[src/rtl/lcd_pkg.sv]
package lcd_pkg;
   typedef enum logic [1:0] {SQ_PWR, SQ_INIT, SQ_IDLE, SQ_CHAR} seq_state_t;
   typedef enum logic [2:0] {TX_IDLE, TX_ARB, TX_SETUP, TX_EHI, TX_HOLD, TX_GAP} tx_state_t;

   localparam logic [3:0] NIB_WAKE    = 4'h3;
   localparam logic [3:0] NIB_4BIT    = 4'h2;
   localparam logic [7:0] CMD_FUNC    = 8'h28;
   localparam logic [7:0] CMD_ENTRY   = 8'h06;
   localparam logic [7:0] CMD_DISP    = 8'h0C;
   localparam logic [7:0] CMD_CLEAR   = 8'h01;
   localparam logic [7:0] CMD_SETADDR = 8'h80;
   localparam int         ROW_STRIDE  = 'h40;
   localparam int         LINE_LEN    = 'h28;
endpackage

[src/rtl/lcd_pos_map.sv]
module lcd_pos_map
   import lcd_pkg::*;
#(
   parameter int COL_W    = 5,
   parameter int VIS_COLS = 16,
   parameter bit CLAMP    = 1'b0,
   parameter int ADDR_W   = 7
) (
   input  logic              row,
   input  logic [COL_W-1:0]  col,
   output logic [ADDR_W-1:0] addr,
   output logic              pos_ok
);
   localparam int LAST_COL = VIS_COLS - 1;
   logic [COL_W-1:0] col_eff;
   logic             in_range;

   assign in_range = (int'(col) < VIS_COLS);

   generate
      if (CLAMP) begin : g_clamp
         assign col_eff = in_range ? col : COL_W'(LAST_COL);
         assign pos_ok  = 1'b1;
      end else begin : g_reject
         assign col_eff = col;
         assign pos_ok  = in_range;
      end
   endgenerate

   assign addr = (row ? ADDR_W'(ROW_STRIDE) : '0) + ADDR_W'(col_eff);
endmodule

[src/rtl/lcd_nibble_tx.sv]
module lcd_nibble_tx
   import lcd_pkg::*;
#(
   parameter int WAIT_W  = 20,
   parameter int T_SETUP = 2,
   parameter int E_HIGH  = 12,
   parameter int T_HOLD  = 1
) (
   input  logic              clk,
   input  logic              rst_n,
   input  logic              go,
   input  logic [3:0]        nib,
   input  logic              rs,
   input  logic [WAIT_W-1:0] wait_cyc,
   input  logic              gnt,
   output logic              done,
   output logic [3:0]        d,
   output logic              oe,
   output logic              e,
   output logic              rs_o
);
   tx_state_t         st;
   logic [WAIT_W-1:0] cnt;
   logic [WAIT_W-1:0] gap_q;
   logic [3:0]        nib_q;
   logic              rs_q;

   always_ff @(posedge clk or negedge rst_n) begin
      if (!rst_n) begin
         st    <= TX_IDLE;
         cnt   <= '0;
         gap_q <= '0;
         nib_q <= '0;
         rs_q  <= 1'b0;
      end else begin
         case (st)
            TX_IDLE: if (go) begin
               nib_q <= nib;
               rs_q  <= rs;
               gap_q <= wait_cyc;
               st    <= TX_ARB;
            end
            TX_ARB: if (gnt) begin
               st  <= TX_SETUP;
               cnt <= WAIT_W'(T_SETUP - 1);
            end
            TX_SETUP: if (cnt == '0) begin
               st  <= TX_EHI;
               cnt <= WAIT_W'(E_HIGH - 1);
            end else cnt <= cnt - 1'b1;
            TX_EHI: if (cnt == '0) begin
               st  <= TX_HOLD;
               cnt <= WAIT_W'(T_HOLD - 1);
            end else cnt <= cnt - 1'b1;
            TX_HOLD: if (cnt == '0) begin
               st  <= TX_GAP;
               cnt <= gap_q - 1'b1;
            end else cnt <= cnt - 1'b1;
            TX_GAP: if (cnt == '0) st <= TX_IDLE;
                    else cnt <= cnt - 1'b1;
            default: st <= TX_IDLE;
         endcase
      end
   end

   assign done = (st == TX_GAP) && (cnt == '0);
   assign oe   = (st == TX_SETUP) || (st == TX_EHI) || (st == TX_HOLD);
   assign e    = (st == TX_EHI);
   assign d    = oe ? nib_q : 4'h0;
   assign rs_o = rs_q;

   assert_e_inside_oe_R7: assert property (@(posedge clk) disable iff (!rst_n)
      e |-> oe);
   assert_stable_during_e_R7: assert property (@(posedge clk) disable iff (!rst_n)
      (e && $past(e)) |-> ($stable(d) && $stable(rs_o)));
   assert_drive_after_gnt_R9: assert property (@(posedge clk) disable iff (!rst_n)
      $rose(oe) |-> $past(gnt));
endmodule

[src/rtl/lcd_seq.sv]
module lcd_seq
   import lcd_pkg::*;
#(
   parameter int WAIT_W  = 20,
   parameter int ADDR_W  = 7,
   parameter int T_PWRUP = 750000,
   parameter int T_INIT1 = 205000,
   parameter int T_INIT2 = 5000,
   parameter int T_INIT3 = 2000,
   parameter int T_NIB   = 50,
   parameter int T_BYTE  = 2000,
   parameter int T_CLEAR = 82000
) (
   input  logic              clk,
   input  logic              rst_n,
   input  logic              wr_fire,
   input  logic [ADDR_W-1:0] wr_addr,
   input  logic [7:0]        wr_char,
   output logic              wr_ready,
   output logic              bus_req,
   output logic              tx_go,
   output logic [3:0]        tx_nib,
   output logic              tx_rs,
   output logic [WAIT_W-1:0] tx_wait,
   input  logic              tx_done
);
   localparam int STEP_W     = 4;
   localparam int INIT_STEPS = 12;
   localparam int CHAR_STEPS = 4;
   localparam int WAKE_STEPS = 4;

   seq_state_t        state;
   logic [STEP_W-1:0] step;
   logic [WAIT_W-1:0] pwr_cnt;
   logic [ADDR_W-1:0] addr_q;
   logic [7:0]        char_q;
   logic [7:0]        step_byte;
   logic              step_hi;
   logic [STEP_W-1:0] cmd_idx;

   always_ff @(posedge clk or negedge rst_n) begin
      if (!rst_n) begin
         state   <= SQ_PWR;
         step    <= '0;
         pwr_cnt <= WAIT_W'(T_PWRUP - 1);
         addr_q  <= '0;
         char_q  <= '0;
      end else begin
         case (state)
            SQ_PWR: if (pwr_cnt == '0) state <= SQ_INIT;
                    else pwr_cnt <= pwr_cnt - 1'b1;
            SQ_INIT: if (tx_done) begin
               step <= step + 1'b1;
               if (step == STEP_W'(INIT_STEPS - 1)) begin
                  state <= SQ_IDLE;
                  step  <= '0;
               end
            end
            SQ_IDLE: if (wr_fire) begin
               addr_q <= wr_addr;
               char_q <= wr_char;
               state  <= SQ_CHAR;
            end
            SQ_CHAR: if (tx_done) begin
               step <= step + 1'b1;
               if (step == STEP_W'(CHAR_STEPS - 1)) begin
                  state <= SQ_IDLE;
                  step  <= '0;
               end
            end
            default: state <= SQ_PWR;
         endcase
      end
   end

   assign cmd_idx = (step - STEP_W'(WAKE_STEPS)) >> 1;

   always_comb begin
      step_byte = 8'h00;
      step_hi   = ~step[0];
      tx_rs     = 1'b0;
      tx_nib    = 4'h0;
      tx_wait   = WAIT_W'(T_BYTE);
      if (state == SQ_INIT && step < STEP_W'(WAKE_STEPS)) begin
         tx_nib = (step == STEP_W'(WAKE_STEPS - 1)) ? NIB_4BIT : NIB_WAKE;
         case (step)
            4'd0:    tx_wait = WAIT_W'(T_INIT1);
            4'd1:    tx_wait = WAIT_W'(T_INIT2);
            4'd2:    tx_wait = WAIT_W'(T_INIT3);
            default: tx_wait = WAIT_W'(T_BYTE);
         endcase
      end else begin
         if (state == SQ_INIT) begin
            case (cmd_idx)
               4'd0:    step_byte = CMD_FUNC;
               4'd1:    step_byte = CMD_ENTRY;
               4'd2:    step_byte = CMD_DISP;
               default: step_byte = CMD_CLEAR;
            endcase
         end else begin
            step_byte = step[1] ? char_q : (CMD_SETADDR | 8'(addr_q));
            tx_rs     = step[1];
         end
         tx_nib = step_hi ? step_byte[7:4] : step_byte[3:0];
         if (step_hi)
            tx_wait = WAIT_W'(T_NIB);
         else if (state == SQ_INIT && step_byte == CMD_CLEAR)
            tx_wait = WAIT_W'(T_CLEAR);
         else
            tx_wait = WAIT_W'(T_BYTE);
      end
   end

   assign tx_go    = (state == SQ_INIT) || (state == SQ_CHAR);
   assign bus_req  = tx_go;
   assign wr_ready = (state == SQ_IDLE);

   assert_done_while_busy_R9: assert property (@(posedge clk) disable iff (!rst_n)
      tx_done |-> bus_req);
   assert_fire_leaves_idle_R4: assert property (@(posedge clk) disable iff (!rst_n)
      wr_fire |=> !wr_ready);
endmodule

[src/rtl/lcd_text_writer.sv]
module lcd_text_writer
   import lcd_pkg::*;
#(
   parameter int COL_W    = 5,
   parameter int VIS_COLS = 16,
   parameter bit CLAMP    = 1'b0,
   parameter int CLK_MHZ  = 50,
   parameter int T_PWRUP  = CLK_MHZ * 15000,
   parameter int T_INIT1  = CLK_MHZ * 4100,
   parameter int T_INIT2  = CLK_MHZ * 100,
   parameter int T_INIT3  = CLK_MHZ * 40,
   parameter int T_NIB    = CLK_MHZ * 1,
   parameter int T_BYTE   = CLK_MHZ * 40,
   parameter int T_CLEAR  = CLK_MHZ * 1640,
   parameter int T_SETUP  = 2,
   parameter int E_HIGH   = 12,
   parameter int T_HOLD   = 1
) (
   input  logic             clk,
   input  logic             rst_n,
   input  logic             wr_valid,
   output logic             wr_ready,
   input  logic             wr_row,
   input  logic [COL_W-1:0] wr_col,
   input  logic [7:0]       wr_char,
   output logic             bus_req,
   input  logic             bus_gnt,
   output logic [3:0]       lcd_d,
   output logic             lcd_d_oe,
   output logic             lcd_e,
   output logic             lcd_rs,
   output logic             lcd_rw
);
   localparam int ADDR_W = 7;
   localparam int WAIT_W = $clog2(T_PWRUP + 1);

   if (T_SETUP < 1 || E_HIGH < 1 || T_HOLD < 1 || T_NIB < 1 || T_BYTE < 1) begin : g_bad_timing
      $error("lcd_text_writer: every timing parameter must be at least 1");
   end
   if (T_INIT1 > T_PWRUP || T_CLEAR > T_PWRUP || T_BYTE > T_PWRUP || E_HIGH > T_PWRUP) begin : g_bad_width
      $error("lcd_text_writer: T_PWRUP must be the longest wait");
   end
   if (VIS_COLS < 1 || VIS_COLS > LINE_LEN || VIS_COLS > (1 << COL_W)) begin : g_bad_cols
      $error("lcd_text_writer: VIS_COLS out of range");
   end

   logic [ADDR_W-1:0] map_addr;
   logic              map_ok;
   logic              wr_fire;
   logic              tx_go;
   logic [3:0]        tx_nib;
   logic              tx_rs;
   logic [WAIT_W-1:0] tx_wait;
   logic              tx_done;

   lcd_pos_map #(.COL_W(COL_W), .VIS_COLS(VIS_COLS), .CLAMP(CLAMP), .ADDR_W(ADDR_W)) u_map (
      .row(wr_row), .col(wr_col), .addr(map_addr), .pos_ok(map_ok));

   assign wr_fire = wr_valid && wr_ready && map_ok;

   lcd_seq #(.WAIT_W(WAIT_W), .ADDR_W(ADDR_W), .T_PWRUP(T_PWRUP), .T_INIT1(T_INIT1),
             .T_INIT2(T_INIT2), .T_INIT3(T_INIT3), .T_NIB(T_NIB), .T_BYTE(T_BYTE),
             .T_CLEAR(T_CLEAR)) u_seq (
      .clk(clk), .rst_n(rst_n), .wr_fire(wr_fire), .wr_addr(map_addr), .wr_char(wr_char),
      .wr_ready(wr_ready), .bus_req(bus_req), .tx_go(tx_go), .tx_nib(tx_nib),
      .tx_rs(tx_rs), .tx_wait(tx_wait), .tx_done(tx_done));

   lcd_nibble_tx #(.WAIT_W(WAIT_W), .T_SETUP(T_SETUP), .E_HIGH(E_HIGH), .T_HOLD(T_HOLD)) u_tx (
      .clk(clk), .rst_n(rst_n), .go(tx_go), .nib(tx_nib), .rs(tx_rs), .wait_cyc(tx_wait),
      .gnt(bus_gnt), .done(tx_done), .d(lcd_d), .oe(lcd_d_oe), .e(lcd_e), .rs_o(lcd_rs));

   assign lcd_rw = 1'b0;

   assert_oe_needs_req_R9: assert property (@(posedge clk) disable iff (!rst_n)
      lcd_d_oe |-> bus_req);
   assert_ready_quiet_R4: assert property (@(posedge clk) disable iff (!rst_n)
      wr_ready |-> (!lcd_e && !lcd_d_oe));
endmodule

[config.mk]
export PLATFORM = sky130hd
export DESIGN_NAME = lcd_text_writer
export DESIGN_NICKNAME = d
export VERILOG_FILES = /design/src/rtl/lcd_pkg.sv /design/src/rtl/lcd_pos_map.sv /design/src/rtl/lcd_nibble_tx.sv /design/src/rtl/lcd_seq.sv /design/src/rtl/lcd_text_writer.sv
export SDC_FILE = /design/constraint.sdc
export NUM_CORES = 1
export LEC_CHECK = 0
export ABC_AREA = 1
export CAP_MARGIN = 30
export CORE_ASPECT_RATIO = 1.2
export CORE_MARGIN = 3
export CORE_UTILIZATION = 56
export DETAILED_ROUTE_END_ITERATION = 6
export PLACE_DENSITY = 0.78
export SKIP_CTS_REPAIR_TIMING = 1
export SLEW_MARGIN = 20
export SYNTH_ARGS = -nofsm -noshare
export SYNTH_HDL_FRONTEND = slang
export SYNTH_HIERARCHICAL = 1
export SYNTH_SLANG_ARGS = --single-unit
[constraint.sdc]
create_clock -name clk -period 2 [get_ports clk]
set_clock_uncertainty 0.1 [all_clocks]
set_input_delay 0.3 -clock clk [delete_from_list [all_inputs] [get_ports clk]]
set_output_delay 0.3 -clock clk [all_outputs]
set_load 0.01 [all_outputs]
==> results of run 1 <==
[power groups by stage]
| stage | registers [mW] | clock network, mW | logic (mW) |
|---|---|---|---|
| 5_1_grt | 1.81 | 1.84 | 0.155 |
| 2_1_floorplan | 1.84 | 0 | 0.0663 |
| 6_report | 1.81 | 1.72 | 0.136 |
| 4_1_cts | 1.81 | 1.76 | 0.138 |
| 3_3_place_gp | 1.84 | 0 | 0.134 |
| 3_5_place_dp | 1.84 | 0 | 0.137 |
[layout by cell type (no fill, tap or decap), types with 3 or more instances in the layout]
| cell type | Yosys | final |
|---|---|---|
| nand2_1 | 226 | 225 |
| nor2_1 | 129 | 124 |
| dfrtp_1 | 76 | 74 |
| inv_1 | 71 | 68 |
| nand3_1 | 38 | 37 |
| buf_4 | 20 | 31 |
| o21ai_0 | 29 | 29 |
| xor2_1 | 27 | 27 |
| a21oi_1 | 26 | 26 |
| nor2_2 | 18 | 19 |
| clkdlybuf4s50_1 | 0 | 19 |
| mux2_2 | 17 | 17 |
| o21ai_1 | 15 | 15 |
| nor2_4 | 10 | 14 |
| dfstp_2 | 13 | 13 |
| inv_2 | 8 | 11 |
| ha_1 | 11 | 11 |
| mux2_4 | 10 | 10 |
| clkbuf_16 | 0 | 9 |
| conb_1 | 3 | 8 |
| nand2_2 | 6 | 7 |
| nand4_1 | 7 | 7 |
| xnor2_1 | 6 | 6 |
| a21boi_0 | 5 | 5 |
| clkbuf_2 | 1 | 4 |
| buf_12 | 0 | 4 |
| nand2_4 | 5 | 4 |
| nor3_1 | 3 | 3 |
| nand3_2 | 2 | 3 |
| o211ai_1 | 3 | 3 |
[area by class of cell]
class	count	area, µm²
repair buffers	61	558
well taps	129	161
flip-flops and latches	89	2250
multi-input cells	618	3340
inverters	81	307
fillers	896	3650
clock inverters	7	77.6
clock buffers	9	225
[synthesized netlist by cell type (5+ instances only)]
| cell | n | area (µm²) |
|---|---|---|
| ha_1 | 11 | 138 |
| nor2_2 | 18 | 113 |
| nor2_1 | 129 | 484 |
| mux2_4 | 10 | 150 |
| mux2_2 | 17 | 191 |
| dfrtp_1 | 76 | 1900 |
| nand4_1 | 7 | 43.8 |
| xnor2_1 | 6 | 52.6 |
| a21oi_1 | 26 | 130 |
| buf_2 | 5 | 25.0 |
| a21boi_0 | 5 | 37.5 |
| o21ai_1 | 15 | 75.1 |
| inv_2 | 8 | 30.0 |
| buf_6 | 6 | 67.6 |
| nor2_4 | 10 | 113 |
| o21ai_0 | 29 | 145 |
| buf_4 | 20 | 150 |
| xor2_1 | 27 | 236 |
| nand2_1 | 226 | 848 |
| nand2_2 | 6 | 37.5 |
| dfstp_2 | 13 | 342 |
| nand3_1 | 38 | 190 |
| nand2_4 | 5 | 56.3 |
| inv_1 | 71 | 267 |
[per-layer routing]
| layer | routed length, µm | part of all wire [%] | vias up |
|---|---|---|---|
| li1 | - | - | 2647 |
| met1 | 5540 | 42 | 2435 |
| met2 | 6980 | 52 | 113 |
| met3 | 449 | 3.4 | 39 |
| met4 | 379 | 2.8 | 0 |
| met5 | 0 | 0 | - |
[cells by family after synthesis]
| group | count (synthesis) |
|---|---|
| AOI/OAI and AO/OA | 89 |
| xor gates and xnor gates | 33 |
| adders and majority gates | 11 |
| buffers and inverters | 115 |
| DFF | 89 |
| muxes | 27 |
| other | 3 |
| and+or+nand+nor | 450 |
[registers in the layout (all words and copies together) (netlist names)]
register       cells
u_seq/pwr_cnt     20
u_tx/cnt          20
u_tx/gap_q        20
u_seq/char_q       8
u_seq/addr_q       7
u_seq/step         4
u_tx/nib_q         4
u_tx/st            3
u_seq/state        2
u_tx/rs_o          1
[metrics by stage]
step                utilization, %  power [mW]  hold slack (ps)  area, µm²  cells
floorplan                        -        1.91            -95.6       6090    822
global placement              61.7        1.98              110       6520    973
detailed placement            61.7        1.98              111       6520    973
CTS                           64.6        3.71             -254       6820    989
global route                  65.4        3.81              317       6910    994
finish                        65.4        3.66              290       6910    994
[worst register-to-register path: cells and delay by family (launching register included)]
| family | cells | cell delay, ps |
|---|---|---|
| simple gates | 5 | 580 |
| compound gates | 2 | 430 |
| flops | 1 | 380 |
| buf+inv | 2 | 260 |
| fa+ha+maj | 1 | 170 |
[worst max-delay path by stage]
stage	startpoint	depth (start not counted)	slack, ps	end
6_report	u_tx/cnt[0]	10	-40	u_tx/cnt[1]
5_1_grt	u_tx/cnt[4]	9	-150	u_tx/cnt[1]
4_1_cts	u_tx/st[1]	7	-350	lcd_d[3]
3_5_place_dp	u_tx/st[1]	7	20	lcd_d[3]
3_3_place_gp	u_tx/cnt[1]	11	110	u_seq/step[3]
2_1_floorplan	u_tx/cnt[0]	11	120	u_seq/step[3]
==> qor_table.md, run 1 <==
| Group | Parameter | Value |
|---|---|---|
| cts | Maximum level of the CTS H-tree | 3 |
| yosys | Share of the synthesized area in compound gates (AO/OA/AOI/OAI) | 8.24% |
| cts | Source-to-sink clock delay at the later pin of the worst-skew pair | 340 ps |
| worst setup path | Top fanout value on the critical path | 4 |
| cts | Clock tree root driver cell | clkbuf_16 |
| global routing | Initial antenna violation count | 0 |
| timing | Unrepaired setup endpoints after global routing | true |
| die | Starting density of the core | 57.5% |
| placement | Placed wire-length estimate | 10300 µm |
| yosys | Cell area after synthesis | 6080 µm² |
| route | Vias/cell | 5.27 |
| worst setup path | Worst R2R End | u_tx/cnt[1] |
| yosys | Share of cell area taken by muxes after synthesis | 5.62% |
| worst setup path | Signal arrival time at the worst endpoint | 2160 ps |
| die | Total number of placement rows | 41 |
| worst setup path | Slowest stage cell, crit path | dfrtp_1 |
| pwr | Clock network fraction of design power | 46.8% |
| yosys | Total of warnings raised by yosys | 6 |
| route | Number of antenna-violating nets in the routed design | 0 |
| yosys | Fraction of the yosys area taken by sequential cells | 36.9% |
| worst setup path | Biggest cell delay along the critical path | 380 ps |
| final layout | Final net count | 889 |
| yosys | Average cell area after synthesis | 7.44 µm² |
| status | Violations in the final reports | negative setup slack |
| route | Wire length per cell after detailed routing | 13.4 µm |
| placement | Post-Place Setup Slack | 21.5 ps |
| yosys | Top_reg_cell synth | dfrtp_1 |
| global routing | Met3 layer usage reported by global route | 3.72% |
| route | Wirelength, routed | 13300 µm |
| global routing | Congestion Overflow GR | 0 |
| global routing | Vias in the first global route | 5144 |
| die | Horizontal die dimension | 101 µm |
| pwr | Maximum vdd drop | 0.408 mV |
| yosys | EDFF count, synth | 0 |
| pwr | Net switching component of the power | 820 µW |
| global routing | Overall track demand over capacity in global routing | 23.4% |
| route | Vias post-DR | 5234 |
| final layout | Share of cells above drive strength 1 | 19.0% |
| yosys | Count of mapped cells out of synthesis | 817 |
| timing | Sum of negative setup slack | -43.5 ps |
| cts | Maximum count of clock buffers along a single path | 2 |
| route | DRC violations left | 0 |
| worst setup path | Number of cells on the worst reg-to-reg path | 10 |
| pwr | Leakage power total | 3.77 nW |
| worst setup path | Critical path endpoint category | flip-flop |
| global routing | Top Usage Layer GRT | met2 |
| timing | Highest clock rate | 0.489 GHz |
| yosys | Adder-cell share of the synthesized area | 2.27% |
| yosys | Post-Synth Simple-Gate Area | 32.8% |
| global routing | Maximum number of pins on one net before global-route repair | 48 |
| run | MaxCap Viol Count | 0 |
| cts | Clock tree from TritonCTS | yes |
| timing | Number of max-slew violations in the final report | 0 |
| worst setup path | Type of the worst setup path | flip-flop to flip-flop |
| timing | Final critical-path share of the clock period | 102% |
| cts | Clock transition time at the flip-flop clock pins of the worst setup and hold paths | 70 ps |
| cts | Total CTS buffers | 9 |
| status | Outcome | complete, but fails checks |
| global routing | M2 GR Usage | 40.7% |
| timing | Final Critical Period | 2040 ps |
| final layout | Number of inserted diodes | 0 |
| timing | Final hold violations | 0 |
| placement | Total of buffers placed on input and output ports | 26 |
| yosys | Async set-or-reset flop fraction in the synthesized netlist | 100% |
| placement | Placer Congestion | 0.957 |
| global routing | Met1 usage | 28.6% |
| worst setup path | Top Family by Delay on Critical Path | simple AND/OR/NAND/NOR gates |
| worst setup path | Worst reg2reg path startpoint | u_tx/cnt[0] |
| worst setup path | Required @ worst endpoint | 2110 ps |
| timing | Setup-violating endpoint count in the final report | 1 |
| pwr | P per Cell Area | 530 nW/µm² |
| pwr | Internal power consumption | 2.84 mW |
| route | Iteration-0 DRC Markers | 320 |
| worst setup path | Series of cell instances along the critical path | inv_1 -> ha_1 -> nand3_2 -> nor2_4 -> nand3_4 -> buf_4 -> o21ai_0 -> nand3_1 -> nand3_1 -> o21ai_0 |
| pwr | Net switching share of the total power | 22.4% |
| pwr | Share of power burned in registers | 49.5% |
| yosys | Combinational family with the most area after synthesis | simple AND/OR/NAND/NOR gates |
| route | 1st-pass router iterations | 5 |
| die | Number of top-level pins | 28 |
| die | Die Height | 120 µm |
| yosys | Post-Synth XOR/XNOR Area | 4.76% |
| worst setup path | Worst path bufs/invs | 2 |
| final layout | Area delta synth->final | 13.8% |
| timing | Smallest setup slack after layout | -43.5 ps |
| die | Die Footprint | 12100 µm² |
| pwr | Proportion of power drawn by combinational gates | 3.7% |
| global routing | Wire length of the first global-routing pass | 23200 µm |
| worst hold path | Worst min-delay path category | input port to asynchronous set/reset pin |
| yosys | Number of distinct standard cells referenced by the synthesized netlist | 48 |
| worst setup path | Register-to-Register Setup Slack | -40 ps |
| yosys | Register bit total from synthesis | 89 |
| cts | Sink count of the clock tree | 89 |
| worst setup path | Critical path launch point type | flip-flop |
| die | Area of the core | 10600 µm² |
Note: power is estimated with default switching activity, not from simulation.
==> inputs of run 2 (changes only) <==
--- a/config.mk
+++ b/config.mk
@@ -9,9 +9,10 @@
 export CAP_MARGIN = 30
 export CORE_ASPECT_RATIO = 1.2
 export CORE_MARGIN = 3
-export CORE_UTILIZATION = 56
+export CORE_UTILIZATION = 57
+export CTS_BUF_LIST = sky130_fd_sc_hd__clkbuf_4 sky130_fd_sc_hd__clkbuf_8
 export DETAILED_ROUTE_END_ITERATION = 6
-export PLACE_DENSITY = 0.78
+export PLACE_DENSITY = 0.79
 export SKIP_CTS_REPAIR_TIMING = 1
 export SLEW_MARGIN = 20
 export SYNTH_ARGS = -nofsm -noshare
==> run 2 against run 1 <==
  * The run now ends clean
  * Routed wire length grew 3.7%
  * Clock-buffer cell count grew 2
  * Sequential power hardly changed
  * Hold slack better by 66 ps
  * Register-to-register slack improved by 140 ps
  * Largest power group unchanged
==> qor_table.md, run 2 (synthesized netlist as in run 1, its figures left out) <==
| Group | Parameter | Value |
|---|---|---|
| status | Outcome | complete, no violations |
| pwr | Internal power consumption | 2.51 mW |
| die | Number of top-level pins | 28 |
| timing | Slew @ Worst Pin | 551 ps |
| worst setup path | Slowest stage cell, crit path | clkdlybuf4s50_1 |
| cts | Maximum count of clock buffers along a single path | 2 |
| run | MaxCap Viol Count | 0 |
| cts | Clock transition time at the flip-flop clock pins of the worst setup and hold paths | 90 ps |
| final layout | Share of cells above drive strength 1 | 19.7% |
| worst setup path | Biggest cell delay along the critical path | 550 ps |
| global routing | Congestion Overflow GR | 0 |
| worst setup path | Worst reg2reg path startpoint | u_tx/cnt[1] |
| route | Number of antenna-violating nets in the routed design | 0 |
| global routing | Overall track demand over capacity in global routing | 24.3% |
| die | Area of the core | 10200 µm² |
| global routing | M2 GR Usage | 43.2% |
| route | Wire length per cell after detailed routing | 14.0 µm |
| worst setup path | Series of cell instances along the critical path | nor2_4 -> clkdlybuf4s50_1 |
| worst setup path | Top fanout value on the critical path | 5 |
| die | Total number of placement rows | 40 |
| cts | Clock tree root driver cell | clkbuf_8 |
| cts | Total CTS buffers | 9 |
| placement | Placed wire-length estimate | 10300 µm |
| global routing | Initial antenna violation count | 0 |
| placement | Post-Place Setup Slack | 24.8 ps |
| global routing | Vias in the first global route | 5311 |
| worst setup path | Critical path endpoint category | output port |
| worst setup path | Signal arrival time at the worst endpoint | 1540 ps |
| timing | Unrepaired setup endpoints after global routing | true |
| route | DRC violations left | 0 |
| final layout | Number of inserted diodes | 0 |
| cts | Clock tree from TritonCTS | yes |
| final layout | Final Util | 67.0% |
| pwr | P per Cell Area | 476 nW/µm² |
| global routing | Top Usage Layer GRT | met2 |
| worst setup path | Critical path launch point type | flip-flop |
| pwr | Maximum vdd drop | 0.335 mV |
| final layout | Biggest registers after layout | u_seq/pwr_cnt: 20 flops, u_tx/cnt: 20 flops, u_tx/gap_q: 20 flops |
| pwr | Share of power burned in registers | 55.5% |
| timing | Smallest setup slack after layout | 57.5 ps |
| worst setup path | Required @ worst endpoint | 1600 ps |
| timing | Setup-violating endpoint count in the final report | 0 |
| pwr | Net switching component of the power | 747 µW |
| timing | Final Critical Period | 1940 ps |
| placement | Placer Congestion | 0.937 |
| timing | Worst slew margin | 63.2% |
| final layout | Non-filler instance count after layout | 990 |
| pwr | Leakage power total | 3.74 nW |
| pwr | Clock network fraction of design power | 40.2% |
| final layout | Area delta synth->final | 12.6% |
| route | 1st-pass router iterations | 5 |
| final layout | Commonest non-fill, non-tap cell in the layout | nand2_1 |
| final layout | Filler cell count | 875 |
| cts | Sink count of the clock tree | 89 |
| timing | Number of max-slew violations in the final report | 0 |
| worst setup path | Type of the worst setup path | flip-flop to output port |
| cts | Source-to-sink clock delay at the later pin of the worst-skew pair | 370 ps |
| die | Starting density of the core | 59.5% |
| die | Horizontal die dimension | 100 µm |
| die | Die Height | 119 µm |
| pwr | Net switching share of the total power | 22.9% |
| global routing | Wire length of the first global-routing pass | 24100 µm |
| cts | Maximum level of the CTS H-tree | 3 |
| route | Vias/cell | 5.32 |
| timing | Highest clock rate | 0.515 GHz |
| global routing | Met1 usage | 29.6% |
| global routing | Met3 layer usage reported by global route | 3.63% |
| final layout | Final std cell area, no fill | 6840 µm² |
| placement | Placed standard-cell area | 6510 µm² |
| final layout | Final net count | 888 |
| route | Iteration-0 DRC Markers | 272 |
| die | Die Footprint | 11900 µm² |
| worst hold path | Worst min-delay path category | input port to asynchronous set/reset pin |
| timing | Final hold violations | 0 |
| global routing | Maximum number of pins on one net before global-route repair | 45 |
| placement | Total of buffers placed on input and output ports | 26 |
| final layout | Leading cell types in the layout, fill and taps excluded | nand2_1, nor2_1, dfrtp_1 |
| placement | Instance count after placement with tap cells included | 969 |
| worst setup path | Crit path launch | u_seq/state[0] |
| timing | Worst hold margin | 357 ps |
| pwr | Proportion of power drawn by combinational gates | 4.3% |
| timing | Final critical-path share of the clock period | 97.1% |
| route | Vias post-DR | 5265 |
| route | Wirelength, routed | 13800 µm |
[run 2: cell types whose count changed in the layout (fill, tap and decap cells not counted), moves of 3 or more]
cell and change:
clkbuf_8 +11, clkbuf_16 -9, o21ai_0 -3, clkbuf_2 -3
[run 2: stage by stage]
stage,power [mW],setup TNS [ps]
after floorplan,1.91,0
after global placement,1.98,0
after detailed placement,1.98,0
after CTS,3.30,-2090
after global routing,3.40,-147
final,3.26,0
[run 2: final timing paths]
check                                    endpoint  slack (ps)  depth (start not counted)
worst max-delay path                     wr_ready          60                          2
max in group asynchronous           u_tx/gap_q[1]         810                          3
min in group clk                u_seq/pwr_cnt[19]         380                          2
worst min register to register  u_seq/pwr_cnt[19]         380                          2
worst max register to register        u_tx/cnt[5]         100                         11
worst min-delay path                   u_tx/st[2]         360                          2
[run 2: area by class of cell]
class	count	area [µm²]	area share, %
clock inverters	5	61.3	0.896
well taps	126	158	2.30
repair buffers	60	553	8.08
inverters	81	307	4.48
clock buffers	11	151	2.21
flip-flops and latches	89	2250	32.9
multi-input cells	618	3360	49.1
[run 2: power groups by stage]
stage / sequential (mW) / combinational [mW] / clock, mW
after floorplan: 1.84 / 0.0663 / 0
after global placement: 1.84 / 0.134 / 0
after detailed placement: 1.84 / 0.138 / 0
after CTS: 1.81 / 0.139 / 1.36
after global routing: 1.81 / 0.156 / 1.43
final: 1.81 / 0.139 / 1.31
[run 2: worst max-delay path: cells and delay by family, from the launching register on]
kind | cells | cell delay, ps
buf+inv | 1 | 550
simple gates | 1 | 160
flops | 1 | 460
[run 2: routing by layer]
metal  routed length, µm  share of wire, %  vias up
li1                    -                 -     2639
met1                5860                42     2484
met2                7240                52      110
met3                 432               3.1       32
met4                 304               2.2        0
met5                   0                 0        -
